`config.mk`:
```
export PLATFORM = sky130hd
export DESIGN_NAME = dma_drain_chan
export DESIGN_NICKNAME = d
export VERILOG_FILES = /design/src/rtl/dma_drain_pkg.sv /design/src/rtl/dma_word_fifo.sv /design/src/rtl/dma_chan_regs.sv /design/src/rtl/dma_drain_ctrl.sv /design/src/rtl/dma_drain_chan.sv
export SDC_FILE = /design/constraint.sdc
export NUM_CORES = 1
export LEC_CHECK = 0
export ABC_AREA = 1
export BUFFER_PORTS_ARGS = -buffer_cell sky130_fd_sc_hd__buf_2
export CORE_MARGIN = 3
export CORE_UTILIZATION = 41
export CTS_CLUSTER_DIAMETER = 60
export DETAILED_ROUTE_END_ITERATION = 16
export PLACE_DENSITY = 0.71
export RECOVER_POWER = 50
export SLEW_MARGIN = 20
export SYNTH_ARGS = -nofsm -noshare
export SYNTH_HDL_FRONTEND = slang
export SYNTH_SLANG_ARGS = --single-unit
```
`constraint.sdc`:
```
create_clock -name clk_i -period 3.1 [get_ports clk_i]
set_clock_uncertainty 0.2 [all_clocks]
set_input_delay 0.62 -clock clk_i [delete_from_list [all_inputs] [get_ports clk_i]]
set_output_delay 0.62 -clock clk_i [all_outputs]
set_load 0.1 [all_outputs]
```
`src/rtl/dma_drain_pkg.sv`:
```
package dma_drain_pkg;
  localparam int unsigned CTRL_EN_BIT  = 0;
  localparam int unsigned CTRL_END_BIT = 1;
endpackage

```
`src/rtl/dma_word_fifo.sv`:
```
module dma_word_fifo #(
  parameter int unsigned DATA_W = 16,
  parameter int unsigned DEPTH  = 4,
  localparam int unsigned PTR_W = (DEPTH > 1) ? $clog2(DEPTH) : 1,
  localparam int unsigned CNT_W = $clog2(DEPTH + 1)
) (
  input  logic              clk_i,
  input  logic              rst_ni,
  input  logic              push_i,
  input  logic              pop_i,
  input  logic [DATA_W-1:0] wdata_i,
  output logic [DATA_W-1:0] rdata_o,
  output logic [CNT_W-1:0]  count_o
);
  logic [DATA_W-1:0] mem_q [DEPTH];
  logic [PTR_W-1:0]  wr_ptr_q, rd_ptr_q;
  logic [CNT_W-1:0]  cnt_q;

  function automatic logic [PTR_W-1:0] ptr_inc(input logic [PTR_W-1:0] p);
    return (p == PTR_W'(DEPTH - 1)) ? '0 : p + PTR_W'(1);
  endfunction

  always_ff @(posedge clk_i) begin
    if (push_i) mem_q[wr_ptr_q] <= wdata_i;
  end

  always_ff @(posedge clk_i or negedge rst_ni) begin
    if (!rst_ni) begin
      wr_ptr_q <= '0;
      rd_ptr_q <= '0;
      cnt_q    <= '0;
    end else begin
      if (push_i) wr_ptr_q <= ptr_inc(wr_ptr_q);
      if (pop_i)  rd_ptr_q <= ptr_inc(rd_ptr_q);
      case ({push_i, pop_i})
        2'b10:   cnt_q <= cnt_q + CNT_W'(1);
        2'b01:   cnt_q <= cnt_q - CNT_W'(1);
        default: cnt_q <= cnt_q;
      endcase
    end
  end

  assign rdata_o = mem_q[rd_ptr_q];
  assign count_o = cnt_q;

  AST_NO_UNDERFLOW: assert property (@(posedge clk_i) disable iff (!rst_ni)
    pop_i |-> cnt_q != '0);
  AST_NO_OVERFLOW: assert property (@(posedge clk_i) disable iff (!rst_ni)
    (push_i && !pop_i) |-> cnt_q != CNT_W'(DEPTH));
endmodule

```
`src/rtl/dma_chan_regs.sv`:
```
module dma_chan_regs
  import dma_drain_pkg::*;
#(
  parameter int unsigned ADDR_W = 32,
  parameter int unsigned TCNT_W = 24,
  parameter int unsigned CTRL_W = 16,
  parameter int unsigned LEN_W  = 16,
  parameter int unsigned STEP   = 2,
  parameter int unsigned DEPTH  = 4,
  localparam int unsigned CNT_W = $clog2(DEPTH + 1)
) (
  input  logic              clk_i,
  input  logic              rst_ni,
  input  logic              dar_wr_i,
  input  logic [ADDR_W-1:0] dar_data_i,
  input  logic              tcr_wr_i,
  input  logic [31:0]       tcr_data_i,
  input  logic              ctrl_wr_i,
  input  logic [CTRL_W-1:0] ctrl_data_i,
  input  logic              len_wr_i,
  input  logic [LEN_W-1:0]  len_data_i,
  input  logic              pop_i,
  input  logic              push_acc_i,
  input  logic              drop_i,
  input  logic [CNT_W-1:0]  count_i,
  output logic [ADDR_W-1:0] dar_o,
  output logic [TCNT_W-1:0] tcnt_o,
  output logic [CTRL_W-1:0] ctrl_o,
  output logic              full_o,
  output logic              active_o
);
  logic [ADDR_W-1:0] dar_q;
  logic [TCNT_W-1:0] tcnt_q;
  logic [CTRL_W-1:0] ctrl_q;
  logic [LEN_W-1:0]  len_q;
  logic              full_q, active_q;
  logic              becomes_full;

  assign becomes_full = (push_acc_i && count_i == CNT_W'(DEPTH - 1)) || drop_i;

  always_ff @(posedge clk_i or negedge rst_ni) begin
    if (!rst_ni) begin
      dar_q    <= '0;
      tcnt_q   <= '0;
      ctrl_q   <= '0;
      len_q    <= '0;
      full_q   <= 1'b0;
      active_q <= 1'b0;
    end else begin
      if (dar_wr_i)   dar_q <= dar_data_i;
      else if (pop_i) dar_q <= dar_q + ADDR_W'(STEP);

      if (tcr_wr_i)   tcnt_q <= tcr_data_i[TCNT_W-1:0];
      else if (pop_i) tcnt_q <= tcnt_q - TCNT_W'(1);

      if (ctrl_wr_i) ctrl_q <= ctrl_data_i;
      else if (pop_i && tcnt_q == TCNT_W'(1)) ctrl_q[CTRL_END_BIT] <= 1'b1;

      if (pop_i)             full_q <= 1'b0;
      else if (becomes_full) full_q <= 1'b1;

      if (len_wr_i) begin
        len_q    <= len_data_i;
        active_q <= |len_data_i;
      end else begin
        if (pop_i && len_q == '0)       active_q <= 1'b0;
        if (push_acc_i && len_q != '0)  len_q    <= len_q - LEN_W'(1);
      end
    end
  end

  assign dar_o    = dar_q;
  assign tcnt_o   = tcnt_q;
  assign ctrl_o   = ctrl_q;
  assign full_o   = full_q;
  assign active_o = active_q;

  AST_ADDR_STEP: assert property (@(posedge clk_i) disable iff (!rst_ni)
    (pop_i && !dar_wr_i) |=> dar_q == $past(dar_q) + ADDR_W'(STEP));
  AST_TCNT_STEP: assert property (@(posedge clk_i) disable iff (!rst_ni)
    (pop_i && !tcr_wr_i) |=> tcnt_q == $past(tcnt_q) - TCNT_W'(1));
  AST_NO_DRAIN_AT_ZERO: assert property (@(posedge clk_i) disable iff (!rst_ni)
    pop_i |-> tcnt_q != '0);
  AST_END_FLAG: assert property (@(posedge clk_i) disable iff (!rst_ni)
    (pop_i && !ctrl_wr_i && tcnt_q == TCNT_W'(1)) |=> ctrl_q[CTRL_END_BIT]);
  AST_FULL_CLEARED: assert property (@(posedge clk_i) disable iff (!rst_ni)
    pop_i |=> !full_q);
  AST_ACTIVE_DROP: assert property (@(posedge clk_i) disable iff (!rst_ni)
    (pop_i && !len_wr_i && len_q == '0) |=> !active_q);
endmodule

```
`src/rtl/dma_drain_ctrl.sv`:
```
module dma_drain_ctrl #(
  parameter int unsigned ADDR_W = 32,
  parameter int unsigned DATA_W = 16,
  parameter int unsigned DEPTH  = 4,
  localparam int unsigned CNT_W = $clog2(DEPTH + 1),
  localparam int unsigned BC_W  = (DEPTH > 1) ? $clog2(DEPTH) : 1
) (
  input  logic              clk_i,
  input  logic              rst_ni,
  input  logic [CNT_W-1:0]  count_i,
  input  logic              enable_i,
  input  logic              tcnt_zero_i,
  input  logic              tcnt_one_i,
  input  logic [ADDR_W-1:0] dar_i,
  input  logic [DATA_W-1:0] head_i,
  output logic              dreq_o,
  output logic              pop_o,
  output logic              mem_we_o,
  output logic [ADDR_W-1:0] mem_addr_o,
  output logic [DATA_W-1:0] mem_wdata_o
);
  logic              drain_q;
  logic [BC_W-1:0]   bc_q;
  logic              we_q;
  logic [ADDR_W-1:0] addr_q;
  logic [DATA_W-1:0] wdata_q;
  logic              group_done;

  assign dreq_o     = !drain_q && count_i == CNT_W'(DEPTH) && enable_i && !tcnt_zero_i;
  assign pop_o      = drain_q && count_i != '0 && !tcnt_zero_i;
  assign group_done = (bc_q == BC_W'(DEPTH - 1)) || tcnt_one_i;

  always_ff @(posedge clk_i or negedge rst_ni) begin
    if (!rst_ni) begin
      drain_q <= 1'b0;
      bc_q    <= '0;
      we_q    <= 1'b0;
      addr_q  <= '0;
      wdata_q <= '0;
    end else begin
      if (dreq_o) begin
        drain_q <= 1'b1;
        bc_q    <= '0;
      end else if (pop_o) begin
        bc_q <= bc_q + BC_W'(1);
        if (group_done) drain_q <= 1'b0;
      end else begin
        drain_q <= 1'b0;
      end
      we_q <= pop_o;
      if (pop_o) begin
        addr_q  <= dar_i;
        wdata_q <= head_i;
      end
    end
  end

  assign mem_we_o    = we_q;
  assign mem_addr_o  = addr_q;
  assign mem_wdata_o = wdata_q;

  AST_WE_AFTER_POP: assert property (@(posedge clk_i) disable iff (!rst_ni)
    pop_o |=> mem_we_o);
  AST_WE_NEEDS_POP: assert property (@(posedge clk_i) disable iff (!rst_ni)
    mem_we_o |-> $past(pop_o));
  AST_BURST_START: assert property (@(posedge clk_i) disable iff (!rst_ni)
    $rose(drain_q) |-> $past(count_i) == CNT_W'(DEPTH));
  AST_REQ_IDLE: assert property (@(posedge clk_i) disable iff (!rst_ni)
    dreq_o |=> !dreq_o);
endmodule

```
`src/rtl/dma_drain_chan.sv`:
```
module dma_drain_chan
  import dma_drain_pkg::*;
#(
  parameter int unsigned ADDR_W = 32,
  parameter int unsigned DATA_W = 16,
  parameter int unsigned TCNT_W = 24,
  parameter int unsigned CTRL_W = 16,
  parameter int unsigned LEN_W  = 16,
  parameter int unsigned DEPTH  = 4,
  localparam int unsigned STEP  = DATA_W / 8,
  localparam int unsigned CNT_W = $clog2(DEPTH + 1)
) (
  input  logic              clk_i,
  input  logic              rst_ni,
  input  logic              fill_valid_i,
  input  logic [DATA_W-1:0] fill_data_i,
  input  logic              len_wr_i,
  input  logic [LEN_W-1:0]  len_data_i,
  input  logic              dar_wr_i,
  input  logic [ADDR_W-1:0] dar_data_i,
  input  logic              tcr_wr_i,
  input  logic [31:0]       tcr_data_i,
  input  logic              ctrl_wr_i,
  input  logic [CTRL_W-1:0] ctrl_data_i,
  output logic [ADDR_W-1:0] dar_o,
  output logic [TCNT_W-1:0] tcr_o,
  output logic [CTRL_W-1:0] ctrl_o,
  output logic              fifo_full_o,
  output logic              xfer_active_o,
  output logic              dreq_o,
  output logic              mem_we_o,
  output logic [ADDR_W-1:0] mem_addr_o,
  output logic [DATA_W-1:0] mem_wdata_o
);
  logic [CNT_W-1:0]  count;
  logic [DATA_W-1:0] head;
  logic              pop, push_acc, drop;

  assign push_acc = fill_valid_i && (count != CNT_W'(DEPTH) || pop);
  assign drop     = fill_valid_i && !push_acc;

  dma_word_fifo #(.DATA_W(DATA_W), .DEPTH(DEPTH)) u_fifo (
    .clk_i   (clk_i),
    .rst_ni  (rst_ni),
    .push_i  (push_acc),
    .pop_i   (pop),
    .wdata_i (fill_data_i),
    .rdata_o (head),
    .count_o (count)
  );

  dma_chan_regs #(
    .ADDR_W(ADDR_W), .TCNT_W(TCNT_W), .CTRL_W(CTRL_W),
    .LEN_W(LEN_W), .STEP(STEP), .DEPTH(DEPTH)
  ) u_regs (
    .clk_i       (clk_i),
    .rst_ni      (rst_ni),
    .dar_wr_i    (dar_wr_i),
    .dar_data_i  (dar_data_i),
    .tcr_wr_i    (tcr_wr_i),
    .tcr_data_i  (tcr_data_i),
    .ctrl_wr_i   (ctrl_wr_i),
    .ctrl_data_i (ctrl_data_i),
    .len_wr_i    (len_wr_i),
    .len_data_i  (len_data_i),
    .pop_i       (pop),
    .push_acc_i  (push_acc),
    .drop_i      (drop),
    .count_i     (count),
    .dar_o       (dar_o),
    .tcnt_o      (tcr_o),
    .ctrl_o      (ctrl_o),
    .full_o      (fifo_full_o),
    .active_o    (xfer_active_o)
  );

  dma_drain_ctrl #(.ADDR_W(ADDR_W), .DATA_W(DATA_W), .DEPTH(DEPTH)) u_ctrl (
    .clk_i       (clk_i),
    .rst_ni      (rst_ni),
    .count_i     (count),
    .enable_i    (ctrl_o[CTRL_EN_BIT]),
    .tcnt_zero_i (tcr_o == '0),
    .tcnt_one_i  (tcr_o == TCNT_W'(1)),
    .dar_i       (dar_o),
    .head_i      (head),
    .dreq_o      (dreq_o),
    .pop_o       (pop),
    .mem_we_o    (mem_we_o),
    .mem_addr_o  (mem_addr_o),
    .mem_wdata_o (mem_wdata_o)
  );

  AST_DROP_KEEPS_FULL: assert property (@(posedge clk_i) disable iff (!rst_ni)
    drop |=> fifo_full_o);
  AST_DAR_LOAD_WINS: assert property (@(posedge clk_i) disable iff (!rst_ni)
    dar_wr_i |=> dar_o == $past(dar_data_i));
endmodule

```
# Yosys cells after proc, flatten, opt, wreduce, memory -nomap -nowiden
# Memories as Yosys holds them, arrays and structs flattened. A register that Yosys moved wholly into a read port is not among the register bits.
# Index checks and enable logic that the tools add are counted.
word_totals:
  register_bits: 133
  ramBits: 64
  n_memories: 1
mem_list:
  columns: ["memory", "depth", "width", "rd", "rd_clocked_by_memory_dff", "write_ports", "line", "text"]
  rows:
  - ["u_fifo.mem_q", 4, 16, 1, 1, 1, "dma_word_fifo.sv:15", "logic [DATA_W-1:0] mem_q [DEPTH];"]
classes:
  addsub: 8
  reduce_logical: 31
  muxes: 22
  n_eq_ne: 10
ops:
  columns: ["op", "n"]
  rows:
  - ["2-to-1 mux 32 bit", 2]
  - ["2-to-1 mux 24 bit", 2]
  - ["adder 32 x 2 -> 32 bit, second input constant", 1]
  - ["2-to-1 mux 16 bit", 2]
  - ["== test 24 x 1 -> 1 bit, second input constant", 1]
  - ["zero test 24 bit", 1]
  - ["subtractor 24 x 1 -> 24 bit, second input constant", 1]
  - ["zero test 16 bit", 1]
  - ["nonzero test 16 bit", 1]
  - ["nonzero test 2 bit", 8]
  - ["OR reduction 16 bit", 1]
  - ["subtractor 16 x 1 -> 16 bit, second input constant", 1]
  - ["logical AND 1 bit", 11]
  - ["2-to-1 mux 1 bit", 11]
  - ["== test 2 bit, second input constant", 4]
  - ["2-to-1 mux 2 bit", 4]
  - ["adder 2 x 1 -> 2 bit, second input constant", 3]
  - ["one-hot mux 3 bit (2 select lines)", 1]
  - ["zero test 1 bit", 4]
  - ["adder 3 x 1 -> 3 bit, second input constant", 1]
  - ["== test 3 x 2 -> 1 bit, second input constant", 1]
  - ["== test 3 bit, second input constant", 1]
  - ["logical OR 1 bit", 3]
  - ["!= test 3 x 2 -> 1 bit, second input constant", 1]
  - ["4 further kinds", 4]

# Logic depth before layout (Yosys ltp)
# Gate-level depths: netlist of the first run.
logic_depth:
  word_depth: 10
  ltp_mapped: 12
  depth_no_buf: 12

# Cells and area by module
# Synthesis of the first run repeated with hierarchy kept, for this count alone.
hier_totals:
  cells_unflattened: 1340
  area_unflattened_um2: 11048.1
modules_own_cells:
  columns: ["mod", "seq_area_each_um2", "cells_per_inst", "area_per_inst_um2", "n_inst"]
  rows:
  - ["dma_chan_regs", 2252.2, 837, 5795.6, 1]
  - ["dma_word_fifo", 2097.0, 238, 2985.4, 1]
  - ["dma_drain_ctrl", 1301.2, 229, 2125.8, 1]
  - ["dma_drain_chan", 0.0, 36, 141.4, 1]

# Worst setup path after synthesis of the first run
# No wires, ideal clock.
synth_path:
  path_kind: "flip-flop to flip-flop"
  startpoint: "register u_regs.tcnt_q[0], in the netlist u_regs.tcnt_o[0]"
  endpoint: "memory u_fifo.mem_q[0][0], enable pin"
  setup_slack_ns: -0.220
  path_stages_with_launch: 10
  required_ns: 2.511
  path_buffers: 0
  synth_period_minus_slack_ns: 3.320
  t_arrival_ns: 2.731
  path_cell_list: "dfrtp_1 > inv_1 > ha_1 > nand2_4 > nor2_8 > nand3_4 > nand2_4 > nand2_4 > nand2_1 > nor2_1"
synth_between:
  elab_chain_len: 7
synth_rtl:
  columns: ["element", "line", "text"]
  rows:
  - ["start: declaration", "dma_chan_regs.sv:33", "logic [TCNT_W-1:0] tcnt_q;"]
  - ["start signal: assignment", "dma_chan_regs.sv:53", "if (tcr_wr_i) tcnt_q <= tcr_data_i[TCNT_W-1:0];"]
  - ["start signal: assignment", "dma_chan_regs.sv:54", "else if (pop_i) tcnt_q <= tcnt_q - TCNT_W'(1);"]
  - ["zero test 24 bit", "dma_drain_chan.sv:82", ".tcnt_zero_i (tcr_o == '0),"]
  - ["zero test 1 bit", "dma_drain_ctrl.sv:30", "assign pop_o = drain_q && count_i != '0 && !tcnt_zero_i;"]
  - ["logical AND 1 bit", "dma_drain_ctrl.sv:30", null]
  - ["logical OR 1 bit", "dma_drain_chan.sv:39", "assign push_acc = fill_valid_i && (count != CNT_W'(DEPTH) || pop);"]
  - ["logical AND 1 bit", "dma_drain_chan.sv:39", null]
  - ["2-to-1 mux 1 bit", "dma_word_fifo.sv:24", "if (push_i) mem_q[wr_ptr_q] <= wdata_i;"]
  - ["2-to-1 mux 1 bit (implied by the code)", "dma_word_fifo.sv:24", null]
  - ["end: declaration", "dma_word_fifo.sv:15", null]
# Every way passes these cells.

# Worst setup path after layout of the first run
layout_path:
  startpoint: "register u_regs.tcnt_q[0], in the netlist u_regs.tcnt_o[0]"
  endpoint: "output dreq_o"
layout_between:
  elab_chain_len: 3
layout_rtl:
  columns: ["element", "line", "text"]
  rows:
  - ["zero test 24 bit", "dma_drain_chan.sv:82", null]
  - ["zero test 1 bit", "dma_drain_ctrl.sv:29", "assign dreq_o = !drain_q && count_i == CNT_W'(DEPTH) && enable_i && !tcnt_zero_i;"]
  - ["logical AND 1 bit", "dma_drain_ctrl.sv:29", null]
  - ["end: declaration", "dma_drain_chan.sv:30", "output logic dreq_o,"]
# Every way passes these cells.

==> reports/metrics.cfg, run 1 <==
[status]
outcome=complete, no violations

[timing]
worstMarginPinSlew_ns=1.48
worst_slew_margin_rel_pct=1.18
fin_crit_sh_pct=96.0
finalSetupTns_ns=0
finalWorstSetupSlack_ns=0.124
slew_viol_final=0
max_freq_mhz=336
period_needed_ns=2.98
hold_viol=0
rsz0062_at_grt=false
setup_violations=0

[floorplan]
ios=243
die-height_um=167
initial_core_util_pct=42.1
core_area_mm2=0.0254
die_x_um=167
dieArea_mm2=0.0281
rows=58

[min_path]
hold_class=input pin to flip-flop
min_to=u_regs.dar_o[0]$_DFFE_PN0P_
min_path_cells=3
hold_start=dar_data_i[0]

[route]
viasPerCell=5.14
drt_iter0_drc=776
drtPass1Iterations=6
vias=9399
wirelength_um=29100
drc=0
postRouteAntennaNets=0
routedWlPerCell_um=15.9

[global_route]
overflow=0
grt_pass1_wl_um=47200
grt_max_degree=76
grt_usage_pct=20.3
antenna_found_initial=2
first_global_vias=9089

[yosys]
synth_edf_count=64
syn_avg_cell_area_um2=8.56
synthDistinctLibCells=41
syn_nets=1380
synthCells=1249
synth_top_area_share_pct=34.9
yosysTopAreaCell=dfrtp_1
yosysMostFrequentCell=nand2_1
synth_common_cells=nand2_1, nor2_1, dfrtp_1, inv_1, nand3_1
yosys-top-cells-area=dfrtp_1, edfxtp_1, nand2_1
synthArstFlopShare_pct=70.0
syn_area_mm2=0.0107
synth_ff_type=dfrtp_1
yosysSeqAreaShare_pct=52.8
yosys_warnings=0
synth_seq_cells=213

[clocking]
cts_sinks=213
path_clk_slew_ns=0.06
cts_max_level=1
clock_latency_ns=0.53
cts_setup_buffers=0
clk_path_buf_depth=3
cts_buffers=26
clock-root-buffer=clkbuf_16
cts_tree=yes

[final_layout]
seq_area_mm2=0.00565
multi_input_area_mm2=0.00439
drive_above_1_share_pct=18.6
nets=1610
fillCellCount=2417
area_growth_pct=21.0

[job]
maxCapViolations=0

[critical_path]
r2r_slack_ns=0.36
required_ns=2.28
r2r-start=u_regs.tcnt_o[0]$_DFFE_PN0P_
cp-end-kind=output pin
arrival_ns=2.16
crit_fanout=6
cp-start-kind=flip-flop
critPathKind=flip-flop to output pin
r2r_end=u_fifo.mem_q[3][2]$_DFFE_PP_
r2r_cells=10

[place]
hpwlAfterDp_um=20500
gp_congestion=0.924
portBuffers=234
dp_slack_ns=0.236

[power]
powerDensity_mw_per_mm2=1110
max-vdd-ir-drop_mv=0.758
leakage_nw=5.99
p_total_mw=14.3

[metal layers]
metal / GRT usage (%) / vias to the layer above / share of wire, %
met5: 0 / - / 0.045
met2: 32.8 / 329 / 47
met4: 7.61 / 2 / 3.8
li1: - / 4537 / -
met3: 3.64 / 77 / 6.6
met1: 27.5 / 4454 / 43
[logic make-up after synthesis]
kind of cell | count (synthesis) | share of synthesized area [%]
AO/OA/AOI/OAI | 151 | 9.09
XOR/XNOR | 39 | 3.19
adder cells (fa/ha/maj) | 12 | 1.47
buffers and inverters | 150 | 6.20
flip-flops | 213 | 52.8
AND/OR/NAND/NOR | 684 | 27.2
[worst max path at each step]
| stage | startpoint | endpoint | slack [ns] | cells after the start |
|---|---|---|---|---|
| final | u_regs.tcnt_o[0]$_DFFE_PN0P_ | dreq_o | 0.12 | 8 |
| after global routing | u_regs.tcnt_o[0]$_DFFE_PN0P_ | dreq_o | 0.02 | 8 |
| after CTS | u_regs.tcnt_o[0]$_DFFE_PN0P_ | dreq_o | 0.05 | 8 |
| after detailed placement | u_regs.tcnt_o[0]$_DFFE_PN0P_ | u_fifo.mem_q[3][5]$_DFFE_PP_ | 0.24 | 10 |
| after global placement | u_regs.tcnt_o[0]$_DFFE_PN0P_ | u_fifo.mem_q[3][5]$_DFFE_PP_ | 0.25 | 10 |
| after floorplan | u_regs.tcnt_o[0]$_DFFE_PN0P_ | u_fifo.mem_q[0][0]$_DFFE_PP_ | 0.11 | 9 |
[layout by cell type, fill, tap and decap left out, types with 17 or more instances in the layout]
cell	synthesis	routed
nand3_1	79	79
xor2_1	29	29
clkbuf_16	0	26
edfxtp_1	64	64
o211ai_1	27	27
o21ai_0	72	72
dfrtp_1	149	147
a31oi_1	17	17
nand2_1	374	374
inv_1	96	96
buf_2	10	172
nor2_1	174	174
clkbuf_1	26	65
[power by group]
group	switching [mW]	internal (mW)	total, mW
Sequential	0.571	3.71	4.28
Combinational	5.81	1.24	7.05
Clock	1.18	1.83	3.00
Total	7.55	6.77	14.3
[registers in the layout, summed over array words and instances (netlist names), 3 cells and up]
signal and count:
u_ctrl.mem_addr_o 32, u_fifo.mem_q 64, u_regs.tcnt_o 24, u_regs.len_q 16, u_regs.dar_o 32, u_fifo.count_o 3, u_ctrl.mem_wdata_o 16, u_regs.ctrl_o 16
[what timing repair did]
action / in CTS / in global routing
endpoints found under the hold margin: 55 / 0
pin swaps: 0 / 0
endpoints found under the setup margin: 1 / 1
hold buffers: 1 / 0
gates cloned: 0 / 0
gates resized for setup: 1 / 2
[metrics by stage]
stage	hold slack (ns)	cell area (µm²)	std cells	util, %
6_report	0.103	12900	1828	51.0
3_5_place_dp	0.255	12200	1780	47.8
4_1_cts	0.0683	13000	1827	51.3
5_1_grt	0.0970	12900	1828	51.0
2_1_floorplan	0.124	10700	1249	-
3_3_place_gp	0.252	12200	1780	47.8
[worst max-delay path, stage by stage (launching register included)]
cell and delay (ns):
dfrtp_2 0.41, inv_1 0.20, ha_4 0.20, nand2_4 0.08
nor2_8 0.16, nand3_4 0.12, nand2_1 0.15, inv_1 0.09
buf_4 0.24
[area by class of cell]
class,count,area share [%]
clock inverters,11,0.977
repair buffers,249,9.54
inverters,103,2.99
clock buffers,35,5.68
multi-input cells,886,33.9
well taps,330,3.19
diodes,1,0.0193
flip-flops and latches,213,43.7
No activity file was read; power rests on OpenSTA's default activity.
==> inputs of run 2 (changes only) <==
PLACE_DENSITY = 0.74   (was 0.71)
clock period = 2.7 ns   (was 3.1 ns; I/O delays follow)
==> reports/metrics.cfg, run 2 (synthesized netlist as in run 1, its figures left out) <==
[final_layout]
multi_input_area_mm2=0.00445
nets=1647
seq_area_mm2=0.00566
final_common_cell=nand2_1
largest_reg_flops=64
fillCellCount=2377
regMostFlops=u_fifo.mem_q
drive_above_1_share_pct=23.5
final_cell_mix=nand2_1, buf_2, nor2_1
area_growth_pct=24.7
n_antenna_cell=0
instances_no_fill=1864

[timing]
hold_viol=0
rsz0062_at_grt=true
finalWorstSetupSlack_ns=0.0132
max_freq_mhz=372
period_needed_ns=2.69
setup_violations=0
slew_viol_final=56
finalSetupTns_ns=0
fin_crit_sh_pct=99.5
worst_slew_margin_rel_pct=-5.04
worstMarginPinSlew_ns=1.58
hold_slack_ns=0.0237

[global_route]
grtUsageMet2_pct=34.8
grt_max_degree=57
first_global_vias=9318
overflow=0
antenna_found_initial=0
grt_pass1_wl_um=47700
met3_usage_pct=3.40
grt_usage_pct=20.6
top_usage_layer=met2
met1_usage_pct=27.4

[floorplan]
initial_core_util_pct=42.1
ios=243
die-height_um=167
rows=58
core_area_mm2=0.0254
dieArea_mm2=0.0281
die_x_um=167

[critical_path]
max_stage_delay_ns=0.83
arrival_ns=2.64
critPathKind=flip-flop to flip-flop
crit_chain=inv_4 -> ha_4 -> nand2_4 -> nor2_8 -> nand3_4 -> buf_4 -> nand2_4 -> nand2_4 -> nand2_1 -> nor2_2
required_ns=2.65
cp-end-kind=flip-flop
crit_fanout=16
cp-start-kind=flip-flop
crit_buf_inv=2
critical-path-top-delay-family=simple AND/OR/NAND/NOR gates
critPathMostFrequentCell=nand2_4
crit_slowest_cell=nor2_2

[clocking]
clock-root-buffer=clkbuf_16
cts_buffers=25
clock_latency_ns=0.53
cts_tree=yes
clk_path_buf_depth=3
path_clk_slew_ns=0.05
cts_max_level=1
cts_sinks=213

[route]
postRouteAntennaNets=0
wirelength_um=29400
routedWlPerCell_um=15.8
drt_iter0_drc=703
vias=9368
viasPerCell=5.03
drtPass1Iterations=5
drc=0

[power]
max-vdd-ir-drop_mv=0.881
pwr-share-clk_pct=19.9
p_sw_mw=8.70
leakage_nw=6.27
pwr-share-comb_pct=50.6
powerDensity_mw_per_mm2=1240
p_int_mw=7.84
seq_power_share_pct=29.6
p_sw_share_pct=52.6
p_total_mw=16.5

[status]
violations=max-capacitance violations, max-slew violations
outcome=complete, but fails checks

[place]
dp_cells=1803
gp_congestion=0.933
hpwlAfterDp_um=21100
portBuffers=234
dp_slack_ns=0.0298

[job]
maxCapViolations=1

[min_path]
hold_class=input pin to flip-flop

[run 2: timing repair]
action / in CTS / in global routing
pin swaps: 1 / 5
endpoints found under the hold margin: 96 / 0
buffers inserted: 3 / 1
hold buffers: 13 / 0
endpoints found under the setup margin: 1 / 101
resized for setup: 12 / 14
[run 2: path summary, 6_finish.rpt]
path                       slack, ns  cells past startpoint                            end                     startpoint
max reg2reg                     0.01                     10  u_fifo.mem_q[1][13]$_DFFE_PP_   u_regs.tcnt_o[0]$_DFFE_PN0P_
max                             0.01                     10  u_fifo.mem_q[1][13]$_DFFE_PP_   u_regs.tcnt_o[0]$_DFFE_PN0P_
max in group asynchronous       0.30                      3   u_regs.dar_o[27]$_DFFE_PN0P_                         rst_ni
min in group asynchronous       0.74                      2    u_regs.dar_o[0]$_DFFE_PN0P_                         rst_ni
min                             0.02                      3   u_regs.ctrl_o[5]$_DFFE_PN0P_                 ctrl_data_i[5]
min reg2reg                     0.27                      2  u_regs.ctrl_o[14]$_DFFE_PN0P_  u_regs.ctrl_o[14]$_DFFE_PN0P_
[run 2: stage by stage]
| stage | cell area, µm² | util, % |
|---|---|---|
| floorplan | 10700 | - |
| CTS | 13300 | 52.4 |
| finish | 13300 | 52.5 |
| detailed placement | 12300 | 48.5 |
| global route | 13300 | 52.5 |
| global placement | 12300 | 48.5 |
[run 2: worst min-delay path: stages]
cell and delay [ns]:
buf_2 0.08, nand2_1 0.04, nand2_1 0.05
[run 2: final cells by class]
cell class	instances	share of cell area, %
Clock buffer	37	5.26
Clock inverter	8	0.789
Inverter	103	2.98
Multi-Input combinational cell	886	33.4
Sequential cell	213	42.5
Tap cell	330	3.10
Timing Repair Buffer	287	12.1
[run 2: layer usage]
layer,vias up,wire length [µm]
met1,4401,12500
met3,59,1980
met5,-,0
met4,0,913
li1,4600,-
met2,308,14000
[run 2: power groups by stage]
| stage | registers, mW | logic, mW | clock network, mW |
|---|---|---|---|
| after detailed placement | 4.91 | 8.31 | 0 |
| after global routing | 5.00 | 8.92 | 3.52 |
| after floorplan | 8.92 | 2.61 | 0 |
| after CTS | 4.86 | 8.38 | 3.38 |
| after global placement | 4.88 | 8.20 | 0 |
| final | 4.89 | 8.36 | 3.29 |
==> inputs of run 3 (changes only) <==
RECOVER_POWER = unset   (was 50)
==> reports/metrics.cfg, run 3 (synthesized netlist as in run 1, its figures left out) <==
[critical_path]
cp-start-kind=flip-flop
r2r-start=u_regs.tcnt_o[0]$_DFFE_PN0P_
arrival_ns=2.64
crit_fanout=16
critPathKind=flip-flop to flip-flop
cp-end-kind=flip-flop
r2r_slack_ns=0.01
r2r_end=u_fifo.mem_q[1][13]$_DFFE_PP_
r2r_cells=10
required_ns=2.65

[clocking]
cts_buffers=25
cts_tree=yes
clk_path_buf_depth=3
clock_latency_ns=0.53
path_clk_slew_ns=0.06
cts_max_level=1
cts_sinks=213
clock-root-buffer=clkbuf_16

[global_route]
overflow=0
antenna_found_initial=1
first_global_vias=9318
grt_pass1_wl_um=47700
grt_usage_pct=20.6
grt_max_degree=57

[timing]
hold_viol=0
worstMarginPinSlew_ns=1.03
period_needed_ns=2.69
finalWorstSetupSlack_ns=0.0127
rsz0062_at_grt=true
max_freq_mhz=372
setup_violations=0
worst_slew_margin_rel_pct=31.1
slew_viol_final=0
fin_crit_sh_pct=99.5

[floorplan]
rows=58
die_x_um=167
ios=243
dieArea_mm2=0.0281
initial_core_util_pct=42.1
die-height_um=167
core_area_mm2=0.0254

[route]
wl_met2_um=13900
wirelength_um=29400
postRouteAntennaNets=0
drtPass1Iterations=5
top_layer_used=met5
drt_iter0_drc=707
wl_met3_um=1910
viasPerCell=5.04
wl_met1_um=12600
vias=9397
drc=0
routedWlPerCell_um=15.8

[final_layout]
n_antenna_cell=0
largest_reg_flops=64
area_growth_pct=25.0
regMostFlops=u_fifo.mem_q
fillCellCount=2361
final_cell_mix=nand2_1, buf_2, nor2_1
final_common_cell=nand2_1
nets=1647
drive_above_1_share_pct=24.6

[power]
powerDensity_mw_per_mm2=1240
leakage_nw=6.32
p_total_mw=16.6
max-vdd-ir-drop_mv=0.885

[place]
portBuffers=234
hpwlAfterDp_um=21100
gp_congestion=0.933
dp_slack_ns=0.0298

[min_path]
hold_start=ctrl_data_i[5]
hold_class=input pin to flip-flop
min_path_cells=3
min_to=u_regs.ctrl_o[5]$_DFFE_PN0P_

[job]
maxCapViolations=0

[status]
outcome=complete, no violations

[run 3: changes by cell type in the layout (fill, tap and decap cells not counted)]
| cell | change |
|---|---|
| buf_2 | +16 |
| buf_4 | +4 |
| buf_6 | +1 |
| clkbuf_1 | -17 |
| clkbuf_2 | -2 |
| clkbuf_4 | -2 |
[run 3: how the worst max path moves through the flow]
stage	from	slack, ns	endpoint	depth (start not counted)
finish	u_regs.tcnt_o[0]$_DFFE_PN0P_	0.01	u_fifo.mem_q[1][13]$_DFFE_PP_	10
global route	u_regs.tcnt_o[0]$_DFFE_PN0P_	-0.09	u_fifo.mem_q[3][13]$_DFFE_PP_	10
CTS	u_regs.tcnt_o[14]$_DFFE_PN0P_	0.001	dreq_o	7
detailed placement	u_regs.tcnt_o[0]$_DFFE_PN0P_	0.03	u_fifo.mem_q[3][9]$_DFFE_PP_	9
global placement	u_regs.tcnt_o[0]$_DFFE_PN0P_	0.08	u_fifo.mem_q[3][9]$_DFFE_PP_	9
floorplan	u_regs.tcnt_o[12]$_DFFE_PN0P_	-0.07	u_fifo.mem_q[0][0]$_DFFE_PP_	8
[run 3: power by group]
group | leakage, nW | internal [mW] | switching, mW
Clock | 0.389 | 1.99 | 1.31
Combinational | 3.53 | 1.59 | 6.78
Sequential | 2.40 | 4.26 | 0.626
Total | 6.32 | 7.85 | 8.72
[run 3: cell type report]
type	instances	area (µm²)	area share, %
clock inverters	8	105	0.787
flip-flops and latches	213	5660	42.4
clock buffers	37	701	5.24
inverters	103	397	2.97
multi-input cells	886	4450	33.3
repair buffers	287	1640	12.3
well taps	330	413	3.09
[run 3: metal layers]
metal | track usage, % | up-vias
met2 | 34.8 | 325
met5 | 0 | -
met3 | 3.40 | 67
li1 | - | 4603
met4 | 6.23 | 2
met1 | 27.4 | 4400
[run 3: worst max-delay path: stages, from the launching register on]
cell     delay [ns]
dfrtp_4        0.43
inv_4          0.04
ha_4           0.16
nand2_4        0.09
nor2_8         0.04
nand3_4        0.10
buf_4          0.13
nand2_4        0.06
nand2_4        0.06
nand2_1        0.17
nor2_2         0.84
[run 3: timing repair]
item,4_1_cts,5_1_grt
cloned,0,0
pin swaps,1,5
hold buffers,13,0
setup buffers,3,1
endpoints found under the setup margin,1,101
endpoints found under the hold margin,96,0
resized for setup,12,14
[run 3: stage by stage]
step                      hold slack [ns]  instance area, µm²  utilization [%]  instances  TNS (ns)
after floorplan                    0.0444               10700                -       1249     -4.75
after global placement              0.249               12300             48.5       1803         0
after detailed placement            0.254               12300             48.5       1803         0
after CTS                         0.00256               13300             52.4       1863         0
after global routing              0.00536               13400             52.6       1864     -3.73
final                              0.0231               13400             52.6       1864         0
